### config.mk
export PLATFORM = sky130hd
export DESIGN_NAME = ps_cfg_loader
export DESIGN_NICKNAME = d
export VERILOG_FILES = /design/src/rtl/ps_cfg_loader.sv
export SDC_FILE = /design/constraint.sdc
export NUM_CORES = 1
export LEC_CHECK = 0
export ABC_CLOCK_PERIOD_IN_PS = 2900
export CAP_MARGIN = 10
export CORE_ASPECT_RATIO = 1.2
export CORE_MARGIN = 5
export CORE_UTILIZATION = 35
export CTS_CLUSTER_DIAMETER = 100
export DETAILED_ROUTE_END_ITERATION = 12
export PLACE_DENSITY_LB_ADDON = 0.1
export SYNTH_ARGS = -nofsm -noshare
export SYNTH_HDL_FRONTEND = slang
export SYNTH_SLANG_ARGS = --single-unit
### constraint.sdc
create_clock -name clk -period 2.9 [get_ports clk]
set_clock_uncertainty 0.05 [all_clocks]
set_input_delay 0.435 -clock clk [delete_from_list [all_inputs] [get_ports clk]]
set_output_delay 0.435 -clock clk [all_outputs]
set_load 0.005 [all_outputs]
### src/rtl/ps_cfg_loader.sv
module ps_cfg_loader #(
  parameter int DIV_W         = 8,
  parameter int PULSE_CYC     = 8,
  parameter int INIT_CLKS     = 10,
  parameter int MAX_RETRY     = 3,
  parameter bit USE_INIT_DONE = 1'b1
) (
  input  logic             clk,
  input  logic             rst_n,
  input  logic             start,
  input  logic [DIV_W-1:0] half_div,
  input  logic [7:0]       in_data,
  input  logic             in_valid,
  input  logic             in_last,
  output logic             in_ready,
  output logic             tgt_cfg_n,
  output logic             tgt_dclk,
  output logic             tgt_data,
  input  logic             tgt_status_n,
  input  logic             tgt_conf_done,
  input  logic             tgt_init_done,
  output logic             busy,
  output logic             done,
  output logic             err,
  output logic             rewind
);
  localparam int PW = $clog2(PULSE_CYC + 1);
  localparam int IW = $clog2(INIT_CLKS + 1);
  localparam int RW = $clog2(MAX_RETRY + 2);

  typedef enum logic [3:0] {
    S_IDLE, S_PULSE, S_WAIT, S_LOAD, S_LO, S_HI,
    S_CHECK, S_ILO, S_IHI, S_UMODE, S_DONE, S_FAIL
  } st_t;

  st_t              st;
  logic [DIV_W-1:0] tcnt;
  logic [PW-1:0]    pcnt;
  logic [IW-1:0]    icnt;
  logic [RW-1:0]    tries;
  logic [2:0]       bidx;
  logic [7:0]       sh;
  logic             last_q;
  logic             rew;

  wire timed   = st inside {S_LO, S_HI, S_CHECK, S_ILO, S_IHI};
  wire watched = st inside {S_LOAD, S_LO, S_HI, S_CHECK, S_ILO, S_IHI, S_UMODE};
  wire tick    = tcnt == half_div;
  wire fail_now = (watched && !tgt_status_n) ||
                  (st == S_CHECK && tick && !tgt_conf_done);
  wire can_start = st inside {S_IDLE, S_DONE, S_FAIL};

  assign tgt_cfg_n = st != S_PULSE;
  assign tgt_dclk  = st == S_HI || st == S_IHI;
  assign tgt_data  = (st == S_LO || st == S_HI) && sh[0];
  assign in_ready  = st == S_LOAD && tgt_status_n;
  assign busy      = !can_start;
  assign done      = st == S_DONE;
  assign err       = st == S_FAIL;
  assign rewind    = rew;

  always_ff @(posedge clk or negedge rst_n) begin
    if (!rst_n) begin
      st     <= S_IDLE;
      tcnt   <= '0;
      pcnt   <= '0;
      icnt   <= '0;
      tries  <= '0;
      bidx   <= '0;
      sh     <= '0;
      last_q <= 1'b0;
      rew    <= 1'b0;
    end else begin
      rew  <= 1'b0;
      tcnt <= (timed && !tick) ? tcnt + 1'b1 : '0;
      if (fail_now) begin
        if (tries == RW'(MAX_RETRY)) begin
          st <= S_FAIL;
        end else begin
          tries <= tries + 1'b1;
          rew   <= 1'b1;
          pcnt  <= '0;
          st    <= S_PULSE;
        end
      end else begin
        case (st)
          S_IDLE, S_DONE, S_FAIL:
            if (start) begin
              tries <= '0;
              pcnt  <= '0;
              st    <= S_PULSE;
            end
          S_PULSE: begin
            pcnt <= pcnt + 1'b1;
            if (pcnt == PW'(PULSE_CYC - 1)) st <= S_WAIT;
          end
          S_WAIT:
            if (tgt_status_n) st <= S_LOAD;
          S_LOAD:
            if (in_valid) begin
              sh     <= in_data;
              last_q <= in_last;
              bidx   <= '0;
              st     <= S_LO;
            end
          S_LO:
            if (tick) st <= S_HI;
          S_HI:
            if (tick) begin
              if (bidx == 3'd7) begin
                st <= last_q ? S_CHECK : S_LOAD;
              end else begin
                sh   <= sh >> 1;
                bidx <= bidx + 3'd1;
                st   <= S_LO;
              end
            end
          S_CHECK:
            if (tick) begin
              icnt <= '0;
              st   <= S_ILO;
            end
          S_ILO:
            if (tick) st <= S_IHI;
          S_IHI:
            if (tick) begin
              icnt <= icnt + 1'b1;
              if (icnt == IW'(INIT_CLKS - 1))
                st <= USE_INIT_DONE ? S_UMODE : S_DONE;
              else
                st <= S_ILO;
            end
          S_UMODE:
            if (tgt_init_done) st <= S_DONE;
          default: st <= S_IDLE;
        endcase
      end
    end
  end
endmodule

======== Word-level counts from Yosys, hierarchy flattened ========
Index checks and enable logic that the tools add are counted.
word-level totals
  bits in registers ....................... 36
  output and inout bits ................... 8
  bits of input ports ..................... 24
  logic and storage cells ................. 115
cells by class
  equal/unequal tests ..................... 33
  bitwise operators ....................... 1
  reductions and logical operators ........ 29
  mux-type cells .......................... 38
  $add $sub $neg .......................... 5
operators with widths
  operator               count
  $mux W4                18
  $pmux W4 S10           1
  $mux W8                4
  $ne A3 B3 Y1 const B   10
  $mux W3                9
  $eq A4 B3 Y1 const B   5
  $eq A4 B4 Y1 const B   5
  $pmux W4 S2            2
  $pmux W8 S2            1
  $ne A2 B2 Y1 const B   6
  $reduce_and A10 Y1     1
  $reduce_and A3 Y1      3
  $add A4 B1 Y4 const B  2
  $add A8 B1 Y8 const B  1
  $eq A4 B2 Y1 const B   2
  $eq A8 B8 Y1           1
  $reduce_bool A2 Y1     4
  $reduce_bool A7 Y1     1
  $add A3 B1 Y3 const B  2
  $logic_and A1 B1 Y1    6
  $pmux W3 S2            1
  $reduce_bool A3 Y1     2
  $reduce_and A5 Y1      1
  $reduce_bool A5 Y1     1
  other kinds (11)       17

======== Logic depth before layout (Yosys ltp) ========
Gate-level depths: netlist (run 1).
  word-level depth ........................ 6
  gate-level depth with buffers ........... 7

======== Least setup slack after synthesis (run 1) ========
Ideal clock, no wire load.
  path kind ............................... input port to flip-flop
  start ................................... input half_div[3]
  end ..................................... register sh[0]
  setup time .............................. 0.125 ns
  buffers on the path ..................... 1
  arrival time ............................ 1.884 ns
  required time ........................... 2.725 ns
  cell stages on the path ................. 6
  slack ................................... 0.841 ns
  path through ............................ xor2_1 nor4_4 nand3_1 a211oi_2 buf_6 mux2_4
on the way
  longest elaborated chain between the ends .. 6
ends and longest elaborated chain
  what                                  line  text
  start, declared                       11    input logic [DIV_W-1:0] half_div,
  $eq A8 B8 Y1 *                        48    wire tick = tcnt == half_div;
  $logic_and A1 B1 Y1 (2 in series)     50    (st == S_CHECK && tick && !tgt_conf_done);
  $logic_or A1 B1 Y1                    49    wire fail_now = (watched && !tgt_status_n) ||
  $not A1 Y1 (no source line)           --
  $reduce_and A5 Y1 (no source line) *  --
  end signal, assigned                  101   sh <= in_data;
  end signal, assigned                  113   sh <= sh >> 1;
  end, declared                         42    logic [7:0] sh;
Every way passes the cells marked *; elsewhere a longest branch is shown, timed or not.
A chain may end at the register's enable or synchronous reset.

======== Worst setup path after layout (run 1) ========
  start ................................... register st[2]
  end ..................................... output in_ready
on the way
  longest elaborated chain between the ends .. 2
ends and longest elaborated chain
  what                    line  text
  start, declared         36    st_t st;
  start signal, assigned  111   st <= last_q ? S_CHECK : S_LOAD;
  start signal, assigned  129   st <= USE_INIT_DONE ? S_UMODE : S_DONE;
  $eq A4 B2 Y1            56    assign in_ready = st == S_LOAD && tgt_status_n;
  $logic_and A1 B1 Y1     56
  end, declared           15    output logic in_ready,
No other way between the ends.

==> results.json, run 1 <==
{
  "drive_above_1_share": 0.123,
  "yosys.area_share.simple": 0.263,
  "worst-path-max-fanout": 10,
  "gp_congestion": 0.810,
  "die_area_mm2": 0.00826,
  "drtIter0Drc": 66,
  "dp_hpwl_um": 3750,
  "drt-wirelength-per-cell_um": 13.9,
  "synth-seq-cells": 36,
  "grt_pass1_wl_um": 8660,
  "cts_root_buffer": "clkbuf_8",
  "start_kind": "flop",
  "yosys.area_share.adder": 0.0437,
  "antenna_found_initial": 0,
  "cts.htree.levels": 2,
  "area_delta_synth_final_pct": 21.9,
  "nFillCells": 663,
  "fin_crit_ps": 2620,
  "dr.pass1.iters": 4,
  "synth_cell_types": 56,
  "synth-compound-area-share": 0.113,
  "critical_path_class": "flop to primary output",
  "num_rows": 32,
  "synth_warnings": 0,
  "syn_nets": 273,
  "drc": 0,
  "ys_async_sr_fraction": 1.00,
  "mostFrequentLayoutCell": "dfrtp_1",
  "synth_top_family_by_area": "simple AND/OR/NAND/NOR gates",
  "start_util": 0.357,
  "synthMuxAreaShare": 0.0869,
  "grt_usage": 0.130,
  "finalPower_uw": 2420,
  "grt_pass1_vias": 1804,
  "synth-seq-area-share": 0.394,
  "fin_cells": 362,
  "rsz0062_at_grt": "no",
  "grt_max_degree": 37,
  "routed_wl_um": 5020,
  "relSlewSlack": 0.437,
  "port_buffers": 31,
  "peakVddDrop_v": 0.000381,
  "vias_per_cell": 4.96,
  "avgSynthCellArea_um2": 9.50,
  "clkTransAtPathRegs_ps": 80,
  "finalSetupTns_ps": 0,
  "die_x_um": 83.8,
  "ios": 32,
  "synth-main-ff-cell": "dfrtp_1",
  "fin_crit_sh": 0.904,
  "nNetsFinal": 308,
  "tightest_slew_ps": 845,
  "setup_viol": 0,
  "rrSetupSlack_ps": 460,
  "hold_violations": 0,
  "required_ps": 2410,
  "vias": 1797,
  "post_cts_buffers": 0,
  "status": "completed",
  "cap_violations": 0,
  "drv_slew": 0,
  "cts-resized-gates": 0,
  "syn_area_mm2": 0.00229,
  "numClockSinks": 36,
  "clk_path_buf_depth": 2,
  "cts_hold_buf": 0,
  "cts_tree": "done",
  "fmax_mhz": 382,
  "mostFrequentLayoutCells": "36 x dfrtp_1, 34 x nand2_1, 30 x clkdlybuf4s50_1, 17 x nor2_1",
  "leakage_uw": 0.00124,
  "synth-edff-count": 0,
  "synth_xor_area_frac": 0.0574,
  "design.core.area_mm2": 0.00641,
  "antenna_left": 0,
  "grt_overflow": 0,
  "clk_latency_ps": 290,
  "dp.cells": 354,
  "power.density_mw_per_mm2": 868,
  "hold_path.class": "input port to async pin",
  "arrival_ps": 2140,
  "cp-end-kind": "primary output",
  "diodes": 0,
  "numCtsBuffers": 5,
  "die_y_um": 98.6,
  "syn_inst": 241
}
## kinds of logic (layout without fill, tap and decap cells)
logic type | count (synthesis) | after routing
compound gates | 38 | 38
xor+xnor | 15 | 15
fa+ha+maj | 8 | 8
buf+inv | 21 | 57
flops | 36 | 36
mux | 16 | 16
simple gates | 107 | 107
## area by class of cell
class / count / area, um^2 / area share
inverters: 11 / 41.3 / 0.0148
well taps: 85 / 106 / 0.0381
flip-flops and latches: 36 / 901 / 0.323
repair buffers: 38 / 358 / 0.128
clock inverters: 2 / 10.0 / 0.00359
multi-input cells: 184 / 1290 / 0.463
clock buffers: 6 / 82.6 / 0.0296
## power by group
group          internal (uW)  total, uW  switching (uW)
registers                673        851             178
clock network            190        375             185
logic                    606       1200             590
total                   1470       2420             954
## stage by stage
stage | util | worst slack [ps] | hold WS [ps] | area (um^2)
CTS | 0.436 | 257 | 229 | 2790
detailed placement | 0.421 | 222 | 432 | 2700
floorplan | - | 841 | 89.4 | 2290
global route | 0.436 | 90.5 | 268 | 2790
global placement | 0.421 | 252 | 429 | 2700
finish | 0.436 | 279 | 196 | 2790
## registers in the layout, indices dropped and copies added (netlist names)
| signal | count |
|---|---|
| tries | 3 |
| pcnt | 4 |
| bidx | 3 |
| icnt | 4 |
| rewind | 1 |
| st | 4 |
| sh | 8 |
| last_q | 1 |
| tcnt | 8 |
## worst paths after layout
| path | start | end | cells after the start |
|---|---|---|---|
| worst max-delay path | st[2] | in_ready | 4 |
| worst min-delay path | rst_n | sh[3] | 1 |
| worst max register to register | st[3] | st[3] | 5 |
| worst min register to register | tries[0] | tries[0] | 1 |
| max in group asynchronous | rst_n | pcnt[3] | 1 |
| min in group clk | tries[0] | tries[0] | 1 |
## critical path, cell delays in order (launching register included)
cell	delay, ps
dfrtp_1	520
buf_4	230
nor4bb_1	390
and2_1	190
clkdlybuf4s50_1	520
## Yosys cell counts, types with 2 or more instances
cell type	n	area share
mux2_4	7	0.046
inv_1	11	0.018
nor3_1	4	0.0087
nor3b_1	4	0.013
nand2b_1	8	0.022
nor4_1	2	0.0055
mux2i_1	6	0.026
xnor2_1	4	0.015
nor2_1	17	0.028
nor4_4	2	0.019
and2_1	3	0.0082
nand3_1	11	0.024
clkbuf_1	3	0.0049
nand4_1	2	0.0055
mux2_2	3	0.015
a21oi_1	8	0.017
nor2b_1	3	0.0082
ha_1	8	0.044
a22oi_1	2	0.0066
o21ai_0	9	0.020
xor2_1	11	0.042
o22ai_1	2	0.0055
nand2_1	34	0.056
dfrtp_1	36	0.39
and3_1	5	0.014
buf_2	5	0.011
o31ai_1	2	0.0066
## metal layers
layer | routed length [um] | vias to the layer above | global-route usage
li1 | - | 920 | -
met1 | 2340 | 838 | 0.165
met2 | 2390 | 32 | 0.209
met3 | 214 | 7 | 0.0410
met4 | 85 | 0 | 0.0446
met5 | 0 | - | 0
(Power assumes the default switching activity.)
==> run 2: changes to the inputs <==
==> constraint.sdc (replaced) <==
create_clock -name clk -period 2.9 [get_ports clk]
set_clock_uncertainty 0.05 [all_clocks]
set_input_delay 0.725 -clock clk [delete_from_list [all_inputs] [get_ports clk]]
set_output_delay 0.725 -clock clk [all_outputs]
set_load 0.005 [all_outputs]
==> results.json, run 2 (synthesis gave the netlist of run 1 again) <==
{
  "vias_per_cell": 4.94,
  "diodes": 0,
  "grt_overflow": 0,
  "die_x_um": 83.8,
  "finalPower_uw": 2480,
  "place_ws_ps": 47.6,
  "cp-end-kind": "primary output",
  "fmax_mhz": 361,
  "area_delta_synth_final_pct": 24.4,
  "rsz0062_at_grt": "no",
  "port_buffers": 31,
  "antenna_left": 0,
  "ios": 32,
  "clkTransAtPathRegs_ps": 70,
  "cts.htree.levels": 2,
  "peakVddDrop_v": 0.000431,
  "grt_pass1_vias": 1898,
  "nNetsFinal": 315,
  "start_util": 0.357,
  "worst-path-max-fanout": 6,
  "grt_usage": 0.134,
  "arrival_ps": 2000,
  "tightest_slew_ps": 833,
  "largestRegisters": "sh x8, tcnt x8",
  "fin_crit_ps": 2770,
  "grt_pass1_wl_um": 9110,
  "drt-wirelength-per-cell_um": 14.0,
  "reg2reg_depth": 8,
  "required_ps": 2120,
  "numClockSinks": 36,
  "routed_wl_um": 5170,
  "cts_root_buffer": "clkbuf_8",
  "cts_tree": "done",
  "num_rows": 32,
  "finalSetupTns_ps": 0,
  "hold_violations": 0,
  "hold_path_depth": 1,
  "relSlewSlack": 0.445,
  "timing.final.ws_setup_ps": 127,
  "critical_path_class": "input port to primary output",
  "rrSetupSlack_ps": 570,
  "hold_path.class": "flop to flop",
  "drc": 0,
  "antenna_found_initial": 0,
  "r2r-start": "st[1]",
  "setup_viol": 0,
  "numCtsBuffers": 5,
  "nFillCells": 647,
  "die_area_mm2": 0.00826,
  "drv_slew": 0,
  "grt_max_degree": 37,
  "gp_congestion": 0.758,
  "status": "completed",
  "cap_violations": 0,
  "mostFrequentLayoutCell": "dfrtp_1",
  "design.core.area_mm2": 0.00641,
  "startpoint": "tgt_status_n",
  "dp_hpwl_um": 3870,
  "dr.pass1.iters": 4,
  "clk_path_buf_depth": 2,
  "die_y_um": 98.6,
  "hold_start": "tries[0]",
  "drive_above_1_share": 0.144,
  "leakage_uw": 0.00127,
  "vias": 1824,
  "clk_latency_ps": 280,
  "start_kind": "input port",
  "power.density_mw_per_mm2": 873,
  "fin_crit_sh": 0.956,
  "mostFrequentLayoutCells": "35 x dfrtp_1, 34 x nand2_1, 30 x clkdlybuf4s50_1, 17 x nor2_1, 14 x buf_4",
  "drtIter0Drc": 74
}
[run 2: metal layers]
| layer | vias to the layer above | global-route usage | share of wire |
|---|---|---|---|
| met5 | - | 0 | 0 |
| met4 | 0 | 0.0297 | 0.0077 |
| met3 | 4 | 0.0326 | 0.033 |
| met2 | 30 | 0.217 | 0.47 |
| met1 | 862 | 0.183 | 0.49 |
| li1 | 928 | - | - |
[run 2: cell type report]
cell class	instances	area, um^2	area share
Tap cell	85	106	0.0373
Inverter	11	41.3	0.0145
Sequential cell	36	902	0.317
Timing Repair Buffer	45	410	0.144
Multi-Input combinational cell	184	1300	0.456
Clock buffer	8	90.1	0.0316
[run 2: metrics by stage]
| step | utilization | hold slack, ps | instance area, um^2 | instances |
|---|---|---|---|---|
| after global placement | 0.429 | 422 | 2750 | 361 |
| final | 0.445 | 434 | 2850 | 369 |
| after CTS | 0.443 | 442 | 2840 | 369 |
| after detailed placement | 0.429 | 432 | 2750 | 361 |
| after floorplan | - | 379 | 2290 | 241 |
| after global routing | 0.445 | 472 | 2850 | 369 |
[run 2: power by group]
group / total (uW) / internal [uW] / switching, uW
Clock: 369 / 194 / 175
Sequential: 845 / 675 / 170
Combinational: 1270 / 647 / 624
Total: 2480 / 1520 / 968
[run 2: critical path: stages]
cell and delay, ps:
clkdlybuf4s50_1 580, and2_1 180, clkdlybuf4s50_1 510
[run 2: timing repair]
action                     in CTS  in global routing
hold buffers                    0                  0
setup buffers                   0                  0
resized for setup               0                  2
setup endpoints to repair       0                  1
[run 2: final timing paths]
| path | to |
|---|---|
| worst min register to register | tries[0] |
| max in group asynchronous | st[2] |
| worst max register to register | bidx[0] |
| worst max-delay path | in_ready |
| worst min-delay path | tries[0] |
| min in group asynchronous | icnt[0] |
==> run 3: changes to the inputs <==
- ABC_CLOCK_PERIOD_IN_PS: 2900 -> 2740
- clock period: 2.9 -> 2.74 ns (I/O delays scaled with it)
==> results.json, run 3 (synthesis gave the netlist of run 1 again) <==
{
  "num_rows": 32,
  "peakVddDrop_v": 0.000414,
  "seq_area_um2": 902,
  "leakage_uw": 0.00130,
  "worst-path-max-fanout": 10,
  "arrival_ps": 1870,
  "die_y_um": 98.6,
  "hold_path_end": "icnt[3]",
  "hold_path.class": "flop to flop",
  "final_core_util": 0.450,
  "nNetsFinal": 317,
  "multi_input_comb_area_mm2": 0.00130,
  "antenna_found_initial": 0,
  "gp_congestion": 0.773,
  "clk_latency_ps": 290,
  "port_buffers": 31,
  "vias": 1851,
  "fin_cells": 371,
  "dp.cells": 363,
  "cts-resized-gates": 0,
  "finalPower_uw": 2660,
  "nFillCells": 652,
  "numClockSinks": 36,
  "diodes": 0,
  "place_ws_ps": -86.2,
  "relSlewSlack": 0.444,
  "post_cts_buffers": 0,
  "hold_path_depth": 1,
  "routed_wl_um": 5180,
  "grt_usage": 0.132,
  "cts_tree": "done",
  "start_kind": "flop",
  "fin_crit_ps": 2610,
  "power.density_mw_per_mm2": 924,
  "r2r-start": "st[3]",
  "fin_crit_sh": 0.951,
  "timing.final.ws_setup_ps": 133,
  "grt_pass1_vias": 1875,
  "fmax_mhz": 384,
  "setup_viol": 0,
  "hold_violations": 0,
  "grt_pass1_wl_um": 8880,
  "grt_max_degree": 37,
  "rsz0062_at_grt": "no",
  "area_delta_synth_final_pct": 25.9,
  "cts_hold_buf": 0,
  "critical_path_class": "flop to primary output",
  "mostFrequentLayoutCell": "dfrtp_1",
  "drc": 0,
  "status": "completed",
  "grt_overflow": 0,
  "mostFrequentLayoutCells": "35 x dfrtp_1, 34 x nand2_1, 29 x clkdlybuf4s50_1, 17 x nor2_1, 15 x buf_4",
  "start_util": 0.357,
  "ios": 32,
  "dr.pass1.iters": 4,
  "r2r-end": "bidx[0]",
  "drt-wirelength-per-cell_um": 14.0,
  "largestRegisters": "sh x8, tcnt x8",
  "antenna_left": 0,
  "clk_path_buf_depth": 2,
  "dp_hpwl_um": 3890,
  "die_area_mm2": 0.00826,
  "rrSetupSlack_ps": 540,
  "required_ps": 2010,
  "hold_start": "icnt[3]",
  "drive_above_1_share": 0.154,
  "tightest_slew_ps": 834,
  "die_x_um": 83.8,
  "cap_violations": 0,
  "cp-end-kind": "primary output",
  "vias_per_cell": 4.99,
  "design.core.area_mm2": 0.00641,
  "clkTransAtPathRegs_ps": 70,
  "drv_slew": 0,
  "numCtsBuffers": 5,
  "drtIter0Drc": 69,
  "reg2reg_depth": 7,
  "cts_root_buffer": "clkbuf_8",
  "cts.htree.levels": 2
}
[run 3: cell count changes in the layout (fill, tap and decap cells not counted), sizes merged]
cell	previous run	this run
buf	15	17
clkdlybuf4s50	30	29
clkbuf	8	7
clkinvlp	0	1
dlymetal6s2s	0	1
[run 3: critical path, cell delays in order (launching register included)]
cell and delay (ps):
dfrtp_2 470, buf_4 200, nand2b_1 160, nor3b_1 220
clkdlybuf4s50_1 540
[run 3: worst max path at each step]
stage                            start        to  cells after the start
after CTS                 tgt_status_n  in_ready                      3
final                            st[1]  tgt_data                      4
after global routing             st[1]  tgt_data                      4
after global placement     half_div[1]   bidx[0]                      7
after detailed placement   half_div[1]   bidx[0]                      7
after floorplan            half_div[3]     sh[0]                      6
[run 3: layout make-up]
| type | instances | area share |
|---|---|---|
| Inverter | 11 | 0.0143 |
| Tap cell | 85 | 0.0369 |
| Timing Repair Buffer | 47 | 0.153 |
| Sequential cell | 36 | 0.313 |
| Multi-Input combinational cell | 184 | 0.450 |
| Clock buffer | 7 | 0.0300 |
| Clock inverter | 1 | 0.00261 |
[run 3: where the power goes]
part,internal [uW],switching (uW),leakage [uW]
Sequential,715,158,0.000469
Clock,204,194,0.0000445
Combinational,710,682,0.000782
Total,1630,1030,0.00130
[run 3: routing by layer]
layer,global-route usage,share of wire
met5,0,0
met4,0.0520,0.014
met3,0.0251,0.035
met2,0.212,0.49
met1,0.174,0.46
[run 3: through the flow]
step                      instance area [um^2]  hold slack [ps]  setup TNS (ps)
after floorplan                           2290              339               0
after global placement                    2780              422            -280
after detailed placement                  2780              424            -386
after CTS                                 2870              434               0
after global routing                      2880              467               0
final                                     2880              430               0
